===== src/rtl/evt_tmr_pkg.sv =====
package evt_tmr_pkg;
  localparam int CFG_WR_W = 4;
  localparam int CFG_RD_W = 6;
  localparam int B_EN     = 0;
  localparam int B_PER    = 1;
  localparam int B_SET    = 2;
  localparam int B_NAR    = 3;

  typedef struct packed {
    logic narrow;
    logic setval;
    logic periodic;
    logic en;
  } chan_cfg_t;

  function automatic chan_cfg_t cfg_decode(input logic [CFG_WR_W-1:0] w);
    chan_cfg_t c;
    c.en       = w[B_EN];
    c.periodic = w[B_PER];
    c.setval   = w[B_SET];
    c.narrow   = w[B_NAR];
    return c;
  endfunction
endpackage


===== src/rtl/evt_tmr_regs.sv =====
module evt_tmr_regs
  import evt_tmr_pkg::*;
#(
  parameter int CNT_W = 64
) (
  input  logic                clk,
  input  logic                rst_n,
  input  logic                cnt_en_i,
  input  logic                cfg_wr_i,
  input  logic [CFG_WR_W-1:0] cfg_wdata_i,
  input  logic                cmp_lo_wr_i,
  input  logic                cmp_hi_wr_i,
  input  logic [CNT_W/2-1:0]  cmp_wdata_i,
  input  logic                reload_i,
  output chan_cfg_t           cfg_o,
  output logic [CNT_W-1:0]    cmp_o,
  output logic                per_nz_o,
  output logic                arm_req_o,
  output logic                disarm_o
);
  localparam int H = CNT_W / 2;

  chan_cfg_t        cfg_q;
  logic [CNT_W-1:0] cmp_q;
  logic [CNT_W-1:0] per_q;
  logic             cmp_take;
  logic [H-1:0]     lo_per_val;
  logic [H-1:0]     hi_per_val;
  logic [CNT_W-1:0] reload_sum;

  assign cmp_take   = !cfg_q.periodic || cfg_q.setval;
  assign lo_per_val = cfg_q.narrow ? {1'b0, cmp_wdata_i[H-2:0]} : cmp_wdata_i;
  assign hi_per_val = {1'b0, cmp_wdata_i[H-2:0]};

  always_comb begin
    if (cfg_q.narrow) reload_sum = {{H{1'b0}}, cmp_q[H-1:0] + per_q[H-1:0]};
    else              reload_sum = cmp_q + per_q;
  end

  always_ff @(posedge clk) begin
    if (!rst_n) begin
      cfg_q <= '0;
      cmp_q <= '1;
      per_q <= '0;
    end else if (cfg_wr_i) begin
      cfg_q <= cfg_decode(cfg_wdata_i);
      if (cfg_wdata_i[B_NAR]) begin
        cmp_q[CNT_W-1:H] <= '0;
        per_q[CNT_W-1:H] <= '0;
      end
    end else if (cmp_lo_wr_i) begin
      if (cmp_take)       cmp_q[H-1:0] <= cmp_wdata_i;
      if (cfg_q.periodic) per_q[H-1:0] <= lo_per_val;
      cfg_q.setval <= 1'b0;
    end else if (cmp_hi_wr_i) begin
      if (!cfg_q.narrow) begin
        if (cmp_take)       cmp_q[CNT_W-1:H] <= cmp_wdata_i;
        if (cfg_q.periodic) per_q[CNT_W-1:H] <= hi_per_val;
      end
      cfg_q.setval <= 1'b0;
    end else if (reload_i) begin
      cmp_q <= reload_sum;
    end
  end

  assign cfg_o     = cfg_q;
  assign cmp_o     = cmp_q;
  assign per_nz_o  = |per_q;
  assign arm_req_o = cnt_en_i &&
                     ((cfg_wr_i && cfg_wdata_i[B_EN] && !cfg_q.en) ||
                      (!cfg_wr_i && (cmp_lo_wr_i || cmp_hi_wr_i) && cfg_q.en));
  assign disarm_o  = cfg_wr_i && cfg_q.en && !cfg_wdata_i[B_EN];

  p_reset_cmp_r1: assert property (@(posedge clk) disable iff (!rst_n)
    $past(!rst_n) |-> (cmp_q == '1 && per_q == '0));

  p_setval_clear_r6: assert property (@(posedge clk) disable iff (!rst_n)
    (!cfg_wr_i && (cmp_lo_wr_i || cmp_hi_wr_i)) |=> !cfg_q.setval);

  p_period_msb_r7: assert property (@(posedge clk) disable iff (!rst_n)
    !per_q[CNT_W-1]);

  p_narrow_hi_zero_r8: assert property (@(posedge clk) disable iff (!rst_n)
    cfg_q.narrow |-> (cmp_q[CNT_W-1:H] == '0 && per_q[CNT_W-1:H] == '0));

  p_reload_moves_r4: assert property (@(posedge clk) disable iff (!rst_n)
    (reload_i && !cfg_wr_i && !cmp_lo_wr_i && !cmp_hi_wr_i) |=> cmp_q != $past(cmp_q));
endmodule


===== src/rtl/evt_tmr_cmp.sv =====
module evt_tmr_cmp #(
  parameter int CNT_W = 64
) (
  input  logic             clk,
  input  logic             rst_n,
  input  logic [CNT_W-1:0] cnt_i,
  input  logic [CNT_W-1:0] cmp_i,
  input  logic             narrow_i,
  output logic             ahead_o,
  output logic             wrap_need_o,
  output logic             wrap_seen_o
);
  localparam int H = CNT_W / 2;

  logic [CNT_W-1:0] diff_w;
  logic [H-1:0]     diff_n;
  logic [H-1:0]     dist_n;
  logic [H-1:0]     room_n;
  logic [H-1:0]     prev_lo_q;

  assign diff_w = cmp_i - cnt_i;
  assign diff_n = cmp_i[H-1:0] - cnt_i[H-1:0];
  assign dist_n = ($signed(diff_n) > 0) ? diff_n : H'(1);
  assign room_n = ~cnt_i[H-1:0];

  assign ahead_o     = narrow_i ? ($signed(diff_n) > 0) : ($signed(diff_w) > 0);
  assign wrap_need_o = room_n < dist_n;
  assign wrap_seen_o = cnt_i[H-1:0] < prev_lo_q;

  always_ff @(posedge clk) begin
    if (!rst_n) prev_lo_q <= '0;
    else        prev_lo_q <= cnt_i[H-1:0];
  end

  p_ahead_ne_r3: assert property (@(posedge clk) disable iff (!rst_n)
    ahead_o |-> (cmp_i[H-1:0] != cnt_i[H-1:0] || cmp_i != cnt_i));
endmodule


===== src/rtl/evt_tmr_ctl.sv =====
module evt_tmr_ctl (
  input  logic clk,
  input  logic rst_n,
  input  logic cnt_en_i,
  input  logic en_i,
  input  logic periodic_i,
  input  logic narrow_i,
  input  logic arm_req_i,
  input  logic disarm_i,
  input  logic ahead_i,
  input  logic wrap_need_i,
  input  logic wrap_seen_i,
  input  logic per_nz_i,
  output logic reload_o,
  output logic expire_o
);
  logic armed_q, wrap_q, behind_q, pend_q, cnt_en_q;
  logic cnt_rise, cnt_fall, kill, arm_go, live;
  logic fire, done, wrap_clr;

  assign cnt_rise = cnt_en_i && !cnt_en_q && en_i;
  assign cnt_fall = !cnt_en_i && cnt_en_q;
  assign kill     = disarm_i || cnt_fall;
  assign arm_go   = (arm_req_i || cnt_rise) && !disarm_i;
  assign live     = armed_q && !pend_q && cnt_en_i && en_i && !disarm_i;

  always_comb begin
    fire     = 1'b0;
    reload_o = 1'b0;
    done     = 1'b0;
    wrap_clr = 1'b0;
    if (live) begin
      if (wrap_q) begin
        if (wrap_seen_i) begin
          fire     = 1'b1;
          wrap_clr = 1'b1;
        end
      end else if (!ahead_i) begin
        if (periodic_i && per_nz_i) begin
          reload_o = 1'b1;
          fire     = !behind_q;
        end else begin
          fire = 1'b1;
          done = 1'b1;
        end
      end
    end
  end

  always_ff @(posedge clk) begin
    if (!rst_n) begin
      armed_q  <= 1'b0;
      wrap_q   <= 1'b0;
      behind_q <= 1'b0;
      pend_q   <= 1'b0;
      cnt_en_q <= 1'b0;
      expire_o <= 1'b0;
    end else begin
      cnt_en_q <= cnt_en_i;
      expire_o <= fire;
      pend_q   <= arm_go;
      if (kill) begin
        armed_q  <= 1'b0;
        wrap_q   <= 1'b0;
        behind_q <= 1'b0;
      end else if (pend_q) begin
        armed_q  <= 1'b1;
        wrap_q   <= narrow_i && !periodic_i && wrap_need_i;
        behind_q <= 1'b0;
      end else if (live) begin
        if (wrap_clr) wrap_q <= 1'b0;
        if (done)     armed_q <= 1'b0;
        if (!wrap_q)  behind_q <= reload_o;
      end
    end
  end

  p_stop_quiet_r12: assert property (@(posedge clk) disable iff (!rst_n)
    !cnt_en_i |=> !expire_o);

  p_disarm_quiet_r12: assert property (@(posedge clk) disable iff (!rst_n)
    disarm_i |=> !expire_o);

  p_arm_quiet_r11: assert property (@(posedge clk) disable iff (!rst_n)
    pend_q |=> !expire_o);

  p_catchup_quiet_r5: assert property (@(posedge clk) disable iff (!rst_n)
    (reload_o && behind_q) |=> !expire_o);
endmodule


===== src/rtl/evt_tmr_chan.sv =====
module evt_tmr_chan
  import evt_tmr_pkg::*;
#(
  parameter int CNT_W = 64
) (
  input  logic                clk,
  input  logic                rst_n,
  input  logic [CNT_W-1:0]    cnt_i,
  input  logic                cnt_en_i,
  input  logic                cfg_wr_i,
  input  logic [CFG_WR_W-1:0] cfg_wdata_i,
  input  logic                cmp_lo_wr_i,
  input  logic                cmp_hi_wr_i,
  input  logic [CNT_W/2-1:0]  cmp_wdata_i,
  output logic                expire_o,
  output logic [CNT_W-1:0]    cmp_rd_o,
  output logic [CFG_RD_W-1:0] cfg_rd_o
);
  chan_cfg_t        cfg;
  logic [CNT_W-1:0] cmp;
  logic per_nz, arm_req, disarm, reload;
  logic ahead, wrap_need, wrap_seen;

  evt_tmr_regs #(.CNT_W(CNT_W)) u_regs (
    .clk(clk), .rst_n(rst_n), .cnt_en_i(cnt_en_i),
    .cfg_wr_i(cfg_wr_i), .cfg_wdata_i(cfg_wdata_i),
    .cmp_lo_wr_i(cmp_lo_wr_i), .cmp_hi_wr_i(cmp_hi_wr_i), .cmp_wdata_i(cmp_wdata_i),
    .reload_i(reload), .cfg_o(cfg), .cmp_o(cmp), .per_nz_o(per_nz),
    .arm_req_o(arm_req), .disarm_o(disarm)
  );

  evt_tmr_cmp #(.CNT_W(CNT_W)) u_cmp (
    .clk(clk), .rst_n(rst_n), .cnt_i(cnt_i), .cmp_i(cmp), .narrow_i(cfg.narrow),
    .ahead_o(ahead), .wrap_need_o(wrap_need), .wrap_seen_o(wrap_seen)
  );

  evt_tmr_ctl u_ctl (
    .clk(clk), .rst_n(rst_n), .cnt_en_i(cnt_en_i), .en_i(cfg.en),
    .periodic_i(cfg.periodic), .narrow_i(cfg.narrow),
    .arm_req_i(arm_req), .disarm_i(disarm), .ahead_i(ahead),
    .wrap_need_i(wrap_need), .wrap_seen_i(wrap_seen), .per_nz_i(per_nz),
    .reload_o(reload), .expire_o(expire_o)
  );

  assign cmp_rd_o = cmp;
  assign cfg_rd_o = {2'b11, cfg.narrow, cfg.setval, cfg.periodic, cfg.en};
endmodule


===== config.mk =====
export PLATFORM = sky130hd
export DESIGN_NAME = evt_tmr_chan
export DESIGN_NICKNAME = d
export VERILOG_FILES = /design/src/rtl/evt_tmr_pkg.sv /design/src/rtl/evt_tmr_regs.sv /design/src/rtl/evt_tmr_cmp.sv /design/src/rtl/evt_tmr_ctl.sv /design/src/rtl/evt_tmr_chan.sv
export SDC_FILE = /design/constraint.sdc
export NUM_CORES = 1
export LEC_CHECK = 0
export BUFFER_PORTS_ARGS = -buffer_cell sky130_fd_sc_hd__clkbuf_2
export CAP_MARGIN = 20
export CORE_ASPECT_RATIO = 1.1
export CORE_MARGIN = 2
export CORE_UTILIZATION = 66
export DETAILED_ROUTE_END_ITERATION = 8
export PLACE_DENSITY = 0.88
export RECOVER_POWER = 50
export SYNTH_ARGS = -nofsm -noshare
export SYNTH_HDL_FRONTEND = slang
export SYNTH_SLANG_ARGS = --single-unit

===== constraint.sdc =====
create_clock -name clk -period 8.07 [get_ports clk]
set_input_delay 0 -clock clk [delete_from_list [all_inputs] [get_ports clk]]
set_output_delay 0 -clock clk [all_outputs]
set_load 0.005 [all_outputs]

==> key figures, run 1 <==
Outcome
  – Outcome: finished with violations
  – Violated checks: capacitance limit, slew limit

Route
  – Number of detailed-routing iterations run before antenna repair: 6
  – Via density: 6.94
  – Detailed Route WL: a little under 70000 um
  – Vias: 19.7k
  – Antenna-violating nets left: 0
  – Post-detailed-route wirelength per cell: ~24 um
  – Drt initial violations: 2540
  – Number of DRC violations after detailed routing: 0

Timing
  – Final critical-path share of the clock period: 0.834
  – Endpoints failing hold: 0
  – Post-route minimum period: between 6000 and 7000 ps
  – Setup repair after global routing missed its margin: false
  – Worst-case clock skew: 8.75 ps
  – Number of max-slew violations in the final report: ~110
  – Achievable clock frequency: 149 MHz
  – Actual transition at the worst max-transition pin: ~3200 ps
  – Worst max-slew margin expressed relative to the limit: -1.15
  – Setup violations, final: 0
  – Total negative setup slack: 0 ps

Synthesis
  – Compound-cell area share of the yosys netlist: 0.278
  – Gate count of the mapped netlist: 2322
  – FFs w/ async S/R, synth: 0
  – Xor-xnor portion of the synthesized cell area: 0.0401
  – Distinct cells, synth: 88
  – Area share of the largest cell type after synthesis: 0.196
  – Total of flip-flops plus latches after synthesis: 169
  – Sequential element share of the synthesized area: 0.196
  – Yosys warnings: 0
  – Adder and majority gate portion of the synthesized area: 0.139
  – Largest area contributor in the synthesized netlist: sky130_fd_sc_hd__dfxtp_1
  – Largest cells by area after synthesis: sky130_fd_sc_hd__dfxtp_1 (20%), sky130_fd_sc_hd__ha_1 (14%), sky130_fd_sc_hd__a21oi_1 (7.7%)
  – Count of flip-flops with a built-in enable after synthesis: 0
  – Average size of a mapped cell: 7.43 um2
  – Largest family of logic cells by synthesized area: compound AO/OA/AOI/OAI gates
  – Simple-Gate Fraction of Synth Area: 0.232
  – Post-synth design cell area: 0.0173 mm2
  – Top cell types by occurrence after synthesis: sky130_fd_sc_hd__nand2_1 (273), sky130_fd_sc_hd__a21oi_1 (267), sky130_fd_sc_hd__ha_1 (188), sky130_fd_sc_hd__dfxtp_1 (169), sky130_fd_sc_hd__nor2_1 (161)
  – Most instantiated flip-flop cell in the synthesis netlist: sky130_fd_sc_hd__dfxtp_1
  – Multiplexer share of the synthesized area: 0.0552
  – Most common cell in the synthesized netlist: sky130_fd_sc_hd__nand2_1

GRT
  – Total track usage: 0.480
  – Wire length of the first global-routing pass: 102000 um
  – Vias in the first global route: roughly 19k
  – Antenna violations before repair: 1
  – Overflow left after global routing: 0
  – Largest net degree at the start of global routing: 71

Setup path
  – Reg-to-reg endpoint: u_ctl.wrap_q
  – Data required, critical path: 8380 ps
  – R2R setup slack: 1720 ps
  – WS Path Type: primary input to flip-flop
  – Worst-case reg-to-reg path depth: 24
  – Source of the worst register-to-register timing path: u_regs.cmp_o[7]
  – CP arrival: 7030 ps
  – Type of element capturing the critical path: flip-flop
  – Worst setup SP type: primary input
  – Peak fanout along the critical path: between 60 and 70

Die
  – Initial core utilization: 0.666
  – I/O pin count: 177
  – Core Rows: 62
  – Core area: about 0.026 mm2
  – Area enclosed by the die boundary: between 0.02 and 0.03 mm2
  – X dimension of the die: between 150 and 200 um
  – Die H: 174 um

Clocking
  – Post-CTS setup buffer count: 0
  – Clock tree from TritonCTS: done
  – Post-CTS Resized: 0
  – Clk Latency, worst-skew pair: 450 ps
  – Root Driver: sky130_fd_sc_hd__clkbuf_16
  – Hold_buf cts: between 60 and 70
  – H-tree lvl count: 4
  – Clock-pin slew on the worst setup and hold paths: 70 ps
  – Number of buffers between clock root and the deepest sink: 2
  – Total clock sinks: 169
  – TritonCTS buffer count: 17

Hold path
  – Origin of the worst min-delay path: cmp_wdata_i[31]
  – Hold endpoint: u_regs.per_q[31]
  – Path category of the worst min-delay check: primary input to flip-flop
  – Hold Path Cell Cnt: 4

Place
  – Routability cong.: 1.10
  – Number of buffers inserted by port buffering: between 150 and 200
  – Placed cell area: between 0.015 and 0.02 mm2
  – Half-perimeter wire length after placement: 50700 um

Cells and area
  – Fraction of layout cells with a size suffix above 1: 0.100
  – Fillcell total: 1946
  – Post-route cell area: 0.0195 mm2
  – Synthesis-to-layout area growth: 12.9%
  – Post-layout nets: ~2.8k
  – Number of diodes: 0

Power and ir drop
  – Leakage dissipation: 8.55 nW
  – Cell Pwr Density: 171 mW/mm2
  – Worst voltage drop across the vdd grid: 0.000181 V

Flow run
  – Max-Cap Viols: 2
## final cells by class
type                       count  area [um2]  share of cell area
tap                          352         440              0.0226
timing repair buffer         258        1670              0.0858
clock buffer                  19         433              0.0222
inverter                     135         508              0.0261
clock inverter                12         166             0.00855
multi-input combinational   1897       12900               0.661
sequential                   169        3380               0.174
## layout by cell type, fill, tap and decap left out, drive strengths merged, types with 19 or more instances in the layout
cell type,netlist,layout
o211ai,46,46
xor2,30,30
dfxtp,169,169
nand2b,61,61
o21bai,19,19
o21a,24,24
nor2,161,161
a211oi,25,25
clkbuf,106,193
or3,25,25
a221oi,29,29
nor3,38,38
inv,135,138
nand4,52,52
a21oi,268,268
dlygate4sd3,0,69
mux2i,40,40
ha,188,188
and3,25,25
nand3b,35,35
a21o,67,67
nand3,32,32
mux2,38,38
xnor2,49,49
o21ai,116,116
nor2b,26,26
nor4,27,27
nand2,273,273
a31oi,25,25
## through the flow
stage	setup WS, ps	utilization	cells	power, mW	hold WS (ps)
after floorplan	2910	-	2324	1.94	127
after global placement	2060	0.701	2738	2.33	248
after detailed placement	2000	0.702	2740	2.36	264
after CTS	1940	0.752	2840	3.25	4.44
after global routing	1100	0.751	2842	3.47	14.7
final	1340	0.751	2842	3.33	37.0
## registers in the layout, indices dropped and copies added, names as in the netlist
name and cells:
u_regs.per_q 63, u_regs.cfg_o 4, u_ctl.armed_q 1, u_ctl.expire_o 1, u_regs.cmp_o 64, u_ctl.wrap_q 1, u_ctl.behind_q 1, u_cmp.prev_lo_q 32
u_ctl.cnt_en_q 1, u_ctl.pend_q 1
## metal layers
metal	global-route usage	wire length (um)	vias up
met1	0.591	25400	9130
met4	0.305	5390	2
met5	0	10	-
li1	-	-	8807
met3	0.125	8220	380
met2	0.739	29000	1414
## where the power goes
part | total, mW | switching (mW) | internal, mW
Combinational | 1.51 | 0.926 | 0.579
Sequential | 0.954 | 0.0737 | 0.880
Clock | 0.876 | 0.384 | 0.491
## worst max-delay path: stages
cell	delay (ps)
sky130_fd_sc_hd__clkbuf_2	80
sky130_fd_sc_hd__clkbuf_1	2250
sky130_fd_sc_hd__clkinvlp_2	2520
sky130_fd_sc_hd__clkbuf_2	1060
sky130_fd_sc_hd__a21oi_1	410
sky130_fd_sc_hd__nand2_1	150
sky130_fd_sc_hd__a21oi_1	290
sky130_fd_sc_hd__mux2i_1	140
## worst max path at each step
stage	startpoint	cells past startpoint	end
2_1_floorplan	u_regs.cmp_o[0]	27	u_ctl.wrap_q
4_1_cts	u_regs.cmp_o[1]	24	u_ctl.wrap_q
5_1_grt	rst_n	8	u_regs.cmp_o[49]
6_report	rst_n	8	u_regs.cmp_o[49]
3_3_place_gp	u_regs.cmp_o[7]	24	u_ctl.wrap_q
3_5_place_dp	u_regs.cmp_o[1]	24	u_ctl.wrap_q
## logic make-up (layout without fill, tap and decap cells)
group                    Yosys count  count (layout)
adder cells (fa/ha/maj)          190             190
buffers and inverters            258             424
other                              1               3
AND/OR/NAND/NOR                  810             810
multiplexers                      78              78
AO/OA/AOI/OAI                    737             737
XOR/XNOR                          79              79
flip-flops                       169             169
(Power assumes the default switching activity.)
==> run 2: changes to the inputs <==
--- a/config.mk
+++ b/config.mk
@@ -9,9 +9,9 @@
 export CAP_MARGIN = 20
 export CORE_ASPECT_RATIO = 1.1
 export CORE_MARGIN = 2
-export CORE_UTILIZATION = 66
+export CORE_UTILIZATION = 56
 export DETAILED_ROUTE_END_ITERATION = 8
-export PLACE_DENSITY = 0.88
+export PLACE_DENSITY = 0.79
 export RECOVER_POWER = 50
 export SYNTH_ARGS = -nofsm -noshare
 export SYNTH_HDL_FRONTEND = slang
==> constraint.sdc (replaced) <==
create_clock -name clk -period 5.7 [get_ports clk]
set_input_delay 0 -clock clk [delete_from_list [all_inputs] [get_ports clk]]
set_output_delay 0 -clock clk [all_outputs]
set_load 0.005 [all_outputs]
==> run 2 against run 1 <==
Against the previous run: the flow still finishes with violations (capacitance limit, slew limit); cell count up 3.4%; power up 39%; combinational power up 42%; clock skew up 4.4 ps; worst setup slack worse by 1000 ps; critical path depth up 17; register-to-register slack worse by 1400 ps; utilization down 10 points; routed wire length down 1.5%; count of clock-buffer cells in the layout up 1; sequential share of layout area down 0.24 points.
==> key figures, run 2 (synthesis gave the netlist of run 1 again) <==
Clocking
  – Total clock sinks: 169 (unchanged)
  – Clock-pin slew on the worst setup and hold paths: 80 ps (about the same)
  – Post-CTS setup buffer count: 0 (unchanged)
  – Clk Latency, worst-skew pair: 450 ps (about the same)
  – Root Driver: sky130_fd_sc_hd__clkbuf_16
  – Clock tree from TritonCTS: done
  – TritonCTS buffer count: 17 (unchanged)
  – H-tree lvl count: 4 (unchanged)
  – Number of buffers between clock root and the deepest sink: 2 (unchanged)

Cells and area
  – Number of diodes: 0 (unchanged)
  – Synthesis-to-layout area growth: 14.5%
  – Number of standard cells in the final layout excluding fillers: 2938 (+3.4%)
  – Total area of sequential cells: 0.00339 mm2 (about the same)
  – Commonest non-fill, non-tap cell in the layout: sky130_fd_sc_hd__nand2_1
  – Fraction of layout cells with a size suffix above 1: 0.113 (+0.0129)
  – Fillcell total: 2773 (+42%)
  – Post-route cell area: 0.0198 mm2 (+1.5%)
  – Max reg flops: 64 (unchanged)
  – Commonest non-fill, non-tap cells in the layout: sky130_fd_sc_hd__nand2_1 (273), sky130_fd_sc_hd__a21oi_1 (267), sky130_fd_sc_hd__ha_1 (187), sky130_fd_sc_hd__dfxtp_1 (167), sky130_fd_sc_hd__nor2_1 (161)
  – Area of the multi-input gates: 0.0129 mm2 (+0.36%)
  – Post-layout nets: 2807 (+1.2%)

GRT
  – Overflow left after global routing: 0 (unchanged)
  – Total track usage: 0.407 (-0.0728)
  – Wire length of the first global-routing pass: 101000 um (-1.5%)
  – Largest net degree at the start of global routing: 111 (+56%)
  – Vias in the first global route: 18.0k (-3.6%)
  – Antenna violations before repair: 1 (unchanged)

Timing
  – Setup violations, final: 0 (unchanged)
  – Worst-case clock skew: 13.1 ps (+4.39 ps)
  – Total negative setup slack: 0 ps (unchanged)
  – Endpoints failing hold: 0 (unchanged)
  – Achievable clock frequency: 186 MHz
  – Number of max-slew violations in the final report: 180 (+65%)
  – Actual transition at the worst max-transition pin: 3320 ps (+99.8 ps)
  – Final critical-path share of the clock period: 0.944
  – Post-route minimum period: 5380 ps
  – Worst max-slew margin expressed relative to the limit: -1.22 (-0.0665)

Die
  – Core area: 0.0304 mm2 (+17%)
  – Die H: 188 um (+8.4%)
  – Core Rows: 67 (+8.1%)
  – Initial core utilization: 0.567 (-0.0989)
  – I/O pin count: 177 (unchanged)
  – X dimension of the die: 171 um (+8.3%)
  – Area enclosed by the die boundary: 0.0322 mm2 (+17%)

Setup path
  – Data required, critical path: 6080 ps (-2300 ps)
  – Worst setup SP type: flip-flop
  – Critical path depth in cells: 25 (+17)
  – Most numerous cell on the critical path: sky130_fd_sc_hd__nand2_1
  – Worst-case reg-to-reg path depth: 25 (+4.2%)
  – Type of element capturing the critical path: flip-flop
  – WS Path Type: flip-flop to flip-flop
  – Largest stage delay on the critical path: 590 ps (-1930 ps)
  – Cell with the largest stage delay on the worst path: sky130_fd_sc_hd__o311ai_0
  – CP arrival: 5760 ps (-1270 ps)
  – Buffer and inverter count on the worst path: 1 (-3)
  – Cell family contributing the most delay on the critical path: compound AO/OA/AOI/OAI gates
  – Peak fanout along the critical path: 8 (-88%)

Hold path
  – Path category of the worst min-delay check: primary input to flip-flop
  – Hold Path Cell Cnt: 4 (unchanged)

Place
  – Placed cell area: 0.0186 mm2 (+2.0%)
  – Routability cong.: 1.05 (-4.5%)
  – Number of buffers inserted by port buffering: 174 (unchanged)
  – Half-perimeter wire length after placement: 52400 um (+3.4%)
  – Number of instances in the placed design: 2836 (+3.5%)

Route
  – Detailed Route WL: 67000 um (-1.5%)
  – Vias: 19.1k (-3.0%)
  – Drt initial violations: 1788 (-30%)
  – Post-detailed-route wirelength per cell: 22.8 um (-4.8%)
  – Antenna-violating nets left: 0 (unchanged)
  – Number of detailed-routing iterations run before antenna repair: 6 (unchanged)
  – Number of DRC violations after detailed routing: 0 (unchanged)
  – Via density: 6.52 (-6.1%)

Power and ir drop
  – Worst voltage drop across the vdd grid: 0.000198 V (+9.2%)
  – Total Power Consumption: 4.65 mW (+39%)
  – Leakage dissipation: 8.68 nW (+1.5%)
  – Cell Pwr Density: 235 mW/mm2 (+37%)

Outcome
  – Outcome: finished with violations
  – Violated checks: capacitance limit, slew limit

Flow run
  – Max-Cap Viols: 2 (unchanged)
## run 2: cell count changes in the layout (fill, tap and decap cells not counted), moves of 3 or more
cell	previous run	this run
sky130_fd_sc_hd__buf_4	9	24
sky130_fd_sc_hd__clkbuf_2	131	141
sky130_fd_sc_hd__clkbuf_1	45	53
sky130_fd_sc_hd__buf_12	0	3
sky130_fd_sc_hd__bufinv_16	3	0
## run 2: metal layers
| layer | vias to the layer above | GRT usage | routed length (um) |
|---|---|---|---|
| met1 | 8999 | 0.534 | 27200 |
| met4 | 0 | 0.200 | 3900 |
| met3 | 216 | 0.0608 | 6070 |
| li1 | 8909 | - | - |
| met5 | - | 0 | 0 |
| met2 | 1022 | 0.648 | 29800 |
## run 2: power by group
part | switching (mW) | total (mW) | internal, mW
registers | 0.0960 | 1.34 | 1.25
logic | 1.30 | 2.14 | 0.840
clock network | 0.569 | 1.16 | 0.596
## run 2: timing repair
item,4_1_cts,5_1_grt
endpoints found under the hold margin,109,0
setup endpoints to repair,0,1
hold buffers,69,0
resized for setup,0,11
## run 2: worst register-to-register path, delay by kind of cell (launching register included)
kind | cells | cell delay [ps]
AND/OR/NAND/NOR | 8 | 890
flip-flops | 1 | 470
buffers and inverters | 1 | 180
AO/OA/AOI/OAI | 14 | 3150
adder cells (fa/ha/maj) | 2 | 620
## run 2: layout make-up
class,instances,share of cell area
clock buffers,20,0.0231
clock inverters,12,0.00526
inverters,135,0.0258
multi-input cells,1897,0.654
flip-flops and latches,169,0.171
well taps,414,0.0262
repair buffers,291,0.0944
## run 2: stage by stage
| stage | setup slack [ps] | utilization | hold slack [ps] |
|---|---|---|---|
| 2_1_floorplan | 544 | - | 127 |
| 4_1_cts | 296 | 0.651 | 132 |
| 6_report | 320 | 0.649 | 137 |
| 3_3_place_gp | 452 | 0.610 | 252 |
| 5_1_grt | -8.96 | 0.649 | 131 |
| 3_5_place_dp | 276 | 0.610 | 269 |
## run 2: final timing paths
kind,startpoint,to,slack [ps]
min,cmp_hi_wr_i,u_regs.cfg_o[2],140
max reg2reg,u_regs.cmp_o[11],u_ctl.wrap_q,320
min reg2reg,u_regs.per_q[53],u_regs.per_q[53],480
max,u_regs.cmp_o[11],u_ctl.wrap_q,320
